<file path="src/rtl/sorter_pkg.sv">
package sorter_pkg;
    typedef enum logic [1:0] {
        ST_IDLE   = 2'd0,
        ST_SORT   = 2'd1,
        ST_UNLOAD = 2'd2
    } sort_state_t;
endpackage

</file>
<file path="src/rtl/sorter_cas.sv">
// Compare-and-exchange unit: keeps order when a <= b (stable for equals).
module sorter_cas #(
    parameter int DATA_W = 8
) (
    input  logic [DATA_W-1:0] a,
    input  logic [DATA_W-1:0] b,
    output logic [DATA_W-1:0] lo,
    output logic [DATA_W-1:0] hi
);
    logic swap;
    assign swap = (a > b);
    assign lo   = swap ? b : a;
    assign hi   = swap ? a : b;
endmodule

</file>
<file path="src/rtl/sorter_bank.sv">
// Register bank with a serial shift path and a parallel transposition network.
module sorter_bank #(
    parameter int N_ITEMS = 48,
    parameter int DATA_W  = 8
) (
    input  logic              clk,
    input  logic              rst_n,
    input  logic              shift_en,
    input  logic [DATA_W-1:0] shift_in,
    input  logic              phase_en,
    input  logic              phase_odd,
    output logic [DATA_W-1:0] head
);
    localparam int N_PAIRS = N_ITEMS - 1;

    logic [DATA_W-1:0] slot   [N_ITEMS];
    logic [DATA_W-1:0] nxt    [N_ITEMS];
    logic [DATA_W-1:0] lo_v   [N_PAIRS];
    logic [DATA_W-1:0] hi_v   [N_PAIRS];
    logic [N_PAIRS-1:0] pair_on;

    for (genvar j = 0; j < N_PAIRS; j++) begin : g_pair
        localparam bit ODD_J = ((j % 2) == 1);
        sorter_cas #(.DATA_W(DATA_W)) u_cas (
            .a  (slot[j]),
            .b  (slot[j+1]),
            .lo (lo_v[j]),
            .hi (hi_v[j])
        );
        assign pair_on[j] = phase_en && (phase_odd == ODD_J);
    end

    for (genvar i = 0; i < N_ITEMS; i++) begin : g_next
        if (i == 0) begin : g_first
            assign nxt[i] = pair_on[0] ? lo_v[0] : slot[0];
        end else if (i == N_ITEMS - 1) begin : g_last
            assign nxt[i] = pair_on[i-1] ? hi_v[i-1] : slot[i];
        end else begin : g_mid
            assign nxt[i] = pair_on[i]   ? lo_v[i]   :
                            pair_on[i-1] ? hi_v[i-1] : slot[i];
        end
    end

    always_ff @(posedge clk) begin
        if (!rst_n) begin
            for (int k = 0; k < N_ITEMS; k++) slot[k] <= '0;
        end else if (shift_en) begin
            for (int k = 0; k < N_ITEMS - 1; k++) slot[k] <= slot[k+1];
            slot[N_ITEMS-1] <= shift_in;
        end else begin
            for (int k = 0; k < N_ITEMS; k++) slot[k] <= nxt[k];
        end
    end

    assign head = slot[0];
endmodule

</file>
<file path="src/rtl/sorter_ctrl.sv">
// Sequencer: IDLE (load) -> SORT (N_ITEMS phases) -> UNLOAD (N_ITEMS outputs).
module sorter_ctrl
    import sorter_pkg::*;
#(
    parameter int N_ITEMS = 48
) (
    input  logic              clk,
    input  logic              rst_n,
    input  logic              in_valid,
    input  logic              start,
    output sort_state_t       state,
    output logic [$clog2(N_ITEMS)-1:0] cnt,
    output logic              shift_en,
    output logic              zero_fill,
    output logic              phase_en,
    output logic              phase_odd,
    output logic              done,
    output logic              out_valid
);
    localparam int CW = $clog2(N_ITEMS);
    localparam logic [CW-1:0] LAST = CW'(N_ITEMS - 1);

    sort_state_t nxt_state;

    always_comb begin
        nxt_state = state;
        unique case (state)
            ST_IDLE:   if (start)       nxt_state = ST_SORT;
            ST_SORT:   if (cnt == LAST) nxt_state = ST_UNLOAD;
            ST_UNLOAD: if (cnt == LAST) nxt_state = ST_IDLE;
            default:                    nxt_state = ST_IDLE;
        endcase
    end

    always_ff @(posedge clk) begin
        if (!rst_n) begin
            state <= ST_IDLE;
            cnt   <= '0;
        end else begin
            state <= nxt_state;
            if (nxt_state != state)   cnt <= '0;
            else if (state != ST_IDLE) cnt <= cnt + 1'b1;
        end
    end

    always_comb begin
        shift_en  = 1'b0;
        zero_fill = 1'b0;
        phase_en  = 1'b0;
        phase_odd = cnt[0];
        done      = 1'b0;
        out_valid = 1'b0;
        unique case (state)
            ST_IDLE:   shift_en = in_valid;
            ST_SORT:   phase_en = 1'b1;
            ST_UNLOAD: begin
                shift_en  = 1'b1;
                zero_fill = 1'b1;
                out_valid = 1'b1;
                done      = (cnt == '0);
            end
            default: ;
        endcase
    end
endmodule

</file>
<file path="src/rtl/trans_sorter.sv">
module trans_sorter
    import sorter_pkg::*;
#(
    parameter int N_ITEMS = 48,
    parameter int DATA_W  = 8
) (
    input  logic              clk,
    input  logic              rst_n,
    input  logic              in_valid,
    input  logic [DATA_W-1:0] in_data,
    input  logic              start,
    output logic              done,
    output logic              out_valid,
    output logic [DATA_W-1:0] out_data
);
    localparam int CW = $clog2(N_ITEMS);

    sort_state_t       st;
    logic [CW-1:0]     cnt;
    logic              shift_en, zero_fill, phase_en, phase_odd;
    logic [DATA_W-1:0] shift_in;

    sorter_ctrl #(.N_ITEMS(N_ITEMS)) u_ctrl (
        .clk       (clk),
        .rst_n     (rst_n),
        .in_valid  (in_valid),
        .start     (start),
        .state     (st),
        .cnt       (cnt),
        .shift_en  (shift_en),
        .zero_fill (zero_fill),
        .phase_en  (phase_en),
        .phase_odd (phase_odd),
        .done      (done),
        .out_valid (out_valid)
    );

    assign shift_in = zero_fill ? '0 : in_data;

    sorter_bank #(.N_ITEMS(N_ITEMS), .DATA_W(DATA_W)) u_bank (
        .clk       (clk),
        .rst_n     (rst_n),
        .shift_en  (shift_en),
        .shift_in  (shift_in),
        .phase_en  (phase_en),
        .phase_odd (phase_odd),
        .head      (out_data)
    );
endmodule

</file>
<file path="config.mk">
export PLATFORM = sky130hd
export DESIGN_NAME = trans_sorter
export DESIGN_NICKNAME = d
export VERILOG_FILES = /design/src/rtl/sorter_pkg.sv /design/src/rtl/sorter_cas.sv /design/src/rtl/sorter_bank.sv /design/src/rtl/sorter_ctrl.sv /design/src/rtl/trans_sorter.sv
export SDC_FILE = /design/constraint.sdc
export NUM_CORES = 1
export LEC_CHECK = 0
export ABC_AREA = 0
export CAP_MARGIN = 20
export CORE_MARGIN = 10
export CORE_UTILIZATION = 60
export DETAILED_ROUTE_END_ITERATION = 10
export DONT_BUFFER_PORTS = 1
export PLACE_DENSITY = 0.81
export SLEW_MARGIN = 5
export SYNTH_ARGS = -nofsm -noshare
export SYNTH_HDL_FRONTEND = slang
export SYNTH_SLANG_ARGS = --single-unit
</file>
<file path="constraint.sdc">
create_clock -name clk -period 3.57 [get_ports clk]
set_input_delay 0.1785 -clock clk [delete_from_list [all_inputs] [get_ports clk]]
set_output_delay 0.1785 -clock clk [all_outputs]
set_load 0.02 [all_outputs]
</file>
Word-level counts from Yosys, hierarchy flattened

Memories as Yosys holds them, arrays and structs flattened.
Index checks and enable logic that the tools add are counted.

Register bits after elaboration: 8
RAM bits: 384
Bits of input ports: 12
Output and inout port bits: 10
Logic and storage cells: 459
Memories: 1

Add/subtract/negate cells: 1
Order comparisons: 47
Equal/unequal tests: 4
Muxes and demuxes: 300
Bitwise operators: 98
Reduce and logical (&&, ||, !) cells: 6

Memories:

| name        | words | width | rd ports | clocked after Yosys merged registers in | write ports | line              | text |
|---|---|---|---|---|---|---|---|
| u_bank.slot | 48    | 8     | 48       | 0                                       | 48          | sorter_bank.sv:16 | `logic [DATA_W-1:0] slot [N_ITEMS];` |

Operators by type and width:

| cell                  | count |
|---|---|
| $mux W8               | 285 |
| $gt A8 B8 Y1          | 47 |
| $or A1 B1 Y1          | 96 |
| $mux W1               | 10 |
| $add A6 B1 Y6 const B | 1 |
| $eq A6 B6 Y1 const B  | 1 |
| $logic_not A6 Y1      | 1 |
| $mux W2               | 3 |
| $pmux W2 S3           | 1 |
| $eq A2 B1 Y1 const B  | 1 |
| $eq A2 B2 Y1 const B  | 1 |
| $logic_and A1 B1 Y1   | 2 |
| $logic_not A2 Y1      | 1 |
| $ne A2 B2 Y1          | 1 |
| $not A1 Y1            | 2 |
| $pmux W1 S2           | 1 |
| $reduce_bool A2 Y1    | 1 |
| $reduce_or A2 Y1      | 1 |

Depth between registers and ports, before layout

Word-level depth: 7
Gate-level depth with buffers: 8
Gate-level depth less buffers: 7

By module

Synthesis repeated with hierarchy kept, for this count alone.

Cells, all modules: 4,041
Area, all modules: 43,122.6 sq um

Modules (own cells, without submodules):

| module                                   | times used | cells each | area each (sq um) | sequential area each (sq um) |
|---|---|---|---|---|
| sorter_bank                              | 1          | 1,909      | 20,164.3          | 11,531.1 |
| sorter_cas (u_bank.g_pair[21].u_cas ...) | 34         | 44         | 478.0             | 0.0 |
| sorter_cas (u_bank.g_pair[0].u_cas ...)  | 13         | 44         | 476.7             | 0.0 |
| sorter_ctrl                              | 1          | 56         | 460.4             | 160.2 |
| trans_sorter                             | 1          | 8          | 50.0              | 0.0 |

Least setup slack after synthesis

No wires, ideal clock.

Path kind: register -> register
From: memory u_bank.slot[43][7] (netlist: u_bank.slot[0][351])
To: memory u_bank.slot[42][0] (netlist: u_bank.slot[0][336]), enable pin
Library setup time: 0.386 ns
Arrival time: 1.919 ns
Required time: 3.184 ns
Setup slack: 1.264 ns
Cell stages (with the launch flop): 8
Buffers on the path: 0
Clock period less this slack: 2.306 ns
Path through: edfxtp_1 > inv_1 > ha_1 > nand3_1 > o21bai_1 > a22oi_1 > o22ai_1 > a211oi_1

RTL lines:

| item            | line |
|---|---|
| start, declared | sorter_bank.sv:16 |

==> flow_summary.yaml <==
sta:
  slew_viol_final: 0
  worst-slew-pin-transition_ns: 1.172
  clock_skew_ns: 0.01586
  timing_hold_violations_final: 0
  timing.fmax_mhz: 325.6
  setup-violations-final: 0
  finalCriticalPeriod_ns: 3.071
  final.period_utilization: 0.8603
  hold-worst-slack_ns: 0.07215
  grt_setup_unrepaired: "false"
  layout_setup_ws_ns: 0.4988
  relSlewSlack: 0.2184
  totalNegativeSetupSlack_ns: 0
worst_hold_path:
  min_path_type: "in -> reg"
  holdCritStartpoint: "start"
  hold-path-endpoint: "u_ctrl.cnt[2]"
  min_delay_path_depth: 3
pwr:
  pwr_density_cell_nw_per_um2: 908.0
  combPwrFrac: 0.452
  leakage_nw: 11.69
  seq_power_share: 0.377
  total_power_mw: 26.42
  clockPowerShare: 0.171
  ir_worst_vdd_uv: 578.1
  sw_frac_of_total: 0.4232
  power.internal_mw: 15.24
  netSwitchingPower_mw: 11.18
routing:
  post_route_drc_violation_count: 0
  wl_per_cell_um: 20.11
  total_wire_length_after_detailed_routing_mm: 66.19
  vias: 21070
  detailedRoute.firstPassIterationCount: 5
  vias_per_cell: 6.401
  count_of_routing_violations_after_the_opening_detailed_route_iteration: 1980
  drtAntennaViolNets: 0
worst_setup_path:
  r2r-end: "u_bank.slot[0][70]"
  setup.reg_to_reg.worst_slack_ns: 0.50
  worstPathMaxFanout: 59
  cp_data_required_time_ns: 3.79
  crit_path_end_kind: "flip-flop"
  timing.setup.critical_path_class: "reg -> reg"
  r2r-start: "u_ctrl.state[0]"
  critPathLaunchType: "flip-flop"
  number_of_cells_on_the_worst_reg_to_reg_path: 4
  worst_ep_arrival_time_ns: 3.29
cells_and_area:
  layout.cells.most_common_list: "inv_1, edfxtp_1, ha_1, nand2_1, o21ai_0"
  layout.area.seq_sq_um: 11690
  multi_input_area_sq_um: 13390
  num-fill-cells: 3378
  layout-area-overhead-vs-synth_pct: 6.654
  layout.core_utilization: 0.6440
  layout_commonest_cell: "inv_1"
  drive_above_1_share: 0.1015
  final-instance-count-excl-fill: 3291
  final_cell_area_sq_um: 29100
  nets: 3045
synthesis:
  synth-warning-count: 0
  area_leader_netlist: "edfxtp_1"
  synth.top_cells.by_area: "edfxtp_1, ha_1, o31ai_2"
  synth_seq_cells: 392
  syn_area_sq_um: 27280
  syn_area_per_cell_sq_um: 10.07
  synth.top_cell.area_share: 0.4227
  async_flop_share: 0
  synth_seq_area_share: 0.4285
  synth_edf_count: 384
  synthesis.nets: 3099
  ys.flop_type: "edfxtp_1"
  synthesis.instances: 2709
  synth.distinct_cells: 49
floorplan:
  die_width_um: 233.2
  io_count: 22
  die_area_sq_um: 54400
  starting_density: 0.6038
  fp.coreArea_sq_um: 45190
  placement_rows: 78
  die_h_um: 233.2
placed_design:
  port-buffer-count: 0
  gpl.final_weighted_congestion: 0.8972
  hpwl_mm: 46.59
  place_area_sq_um: 27540
  placed_cells: 3195
  dpl_worst_slack_ns: 0.3746
run_status:
  status: "completed"
clock_tree:
  cts.root.buffer_cell: "clkbuf_16"
  postCtsSetupBuffers: 0
  cts.clk_slew.worst_paths_ns: 0.06
  clock_tree.htree_level_count: 2
  clock_path_buffers: 3
  cts_buffer_count: 45
  clk_latency_ns: 0.58
  cts_tree: "yes"
  numClockSinks: 392
global_routing:
  first_global_vias: 21220
  total_global_routing_overflow: 0
  grt_start_max_net_pins: 241
  grt_antenna_before_repair: 1
  grt_pass1_wl_mm: 108.1
  gr-usage-all-layers: 0.2413
job:
  max_cap_viol_count: 0
-- flip-flops by register name, summed over array words and instances, names as in the netlist --
register	flops
u_ctrl.state	2
u_ctrl.cnt	6
u_bank.slot	384
-- worst max-delay path, cell delays in order (launching register included) --
cell     delay [ns]
dfxtp_1        0.46
nor3_1         0.35
o21a_4         0.80
buf_4          0.65
a21oi_1        0.41
-- power by group through the flow --
stage	registers, mW	clock network (mW)	logic, mW
after floorplan	9.10	0	8.78
after global placement	9.83	0	10.7
after detailed placement	9.93	0	11.5
after CTS	9.87	4.55	11.8
after global routing	10.2	4.73	13.5
final	9.96	4.52	11.9
-- routing by layer --
layer / vias up / part of all wire / global-route usage
met3: 147 / 0.065 / 0.02973
met2: 838 / 0.50 / 0.4169
met4: 0 / 0.030 / 0.08480
met1: 10210 / 0.41 / 0.3067
li1: 9867 / - / -
met5: - / 0 / 0
-- Yosys cell counts (2+ instances only) --
library cell,number
a211oi_1,13
a21o_1,7
a21oi_1,197
a221oi_1,6
a22oi_1,9
and2_1,2
and3_1,2
buf_1,10
buf_2,66
buf_4,2
buf_6,22
clkbuf_1,39
dfxtp_1,8
edfxtp_1,384
ha_1,378
inv_1,387
nand2_1,231
nand2b_1,3
nand3_1,179
nand4_1,103
nor2_1,63
nor2b_1,44
nor3_1,19
o211ai_1,46
o21a_1,4
o21ai_0,205
o21ai_1,30
o21bai_1,2
o22ai_1,23
o31ai_1,31
o31ai_2,167
o41ai_2,7
or2_2,2
xnor2_1,2
xor2_1,2
-- layout make-up --
class                   count  area share
clock inverters            23    0.006622
well taps                 600     0.02580
diodes                      1  0.00008600
multi-input cells        1791      0.4601
flip-flops and latches    392      0.4018
clock buffers              59     0.04188
repair buffers             38     0.01350
inverters                 387     0.05018
-- worst max-delay path by stage --
stage | end | slack (ns) | from
2_1_floorplan | u_bank.slot[0][336] | 1.26 | u_bank.slot[0][351]
3_3_place_gp | u_bank.slot[0][64] | 0.66 | u_ctrl.state[0]
3_5_place_dp | u_bank.slot[0][133] | 0.37 | u_ctrl.state[0]
4_1_cts | u_bank.slot[0][129] | 0.40 | u_ctrl.state[0]
5_1_grt | u_bank.slot[0][71] | 0.31 | u_ctrl.state[0]
6_report | u_bank.slot[0][70] | 0.50 | u_ctrl.state[0]
-- what timing repair did --
action | 4_1_cts | 5_1_grt
hold endpoints to repair | 185 | 0
gates resized for setup | 0 | 0
hold buffers | 12 | 0
-- logic make-up (layout without fill, tap and decap cells) --
kind of cell    Yosys count  in the layout  synth area share
simple gates            654            654            0.1145
buf+inv                 526            507           0.08172
compound gates          754            754            0.2002
other cells               0              1                 0
fa+ha+maj               378            378            0.1734
flops                   392            392            0.4285
mux                       1              1         0.0004127
xor+xnor                  4              4          0.001284
Note: power is estimated with default switching activity, not from simulation.
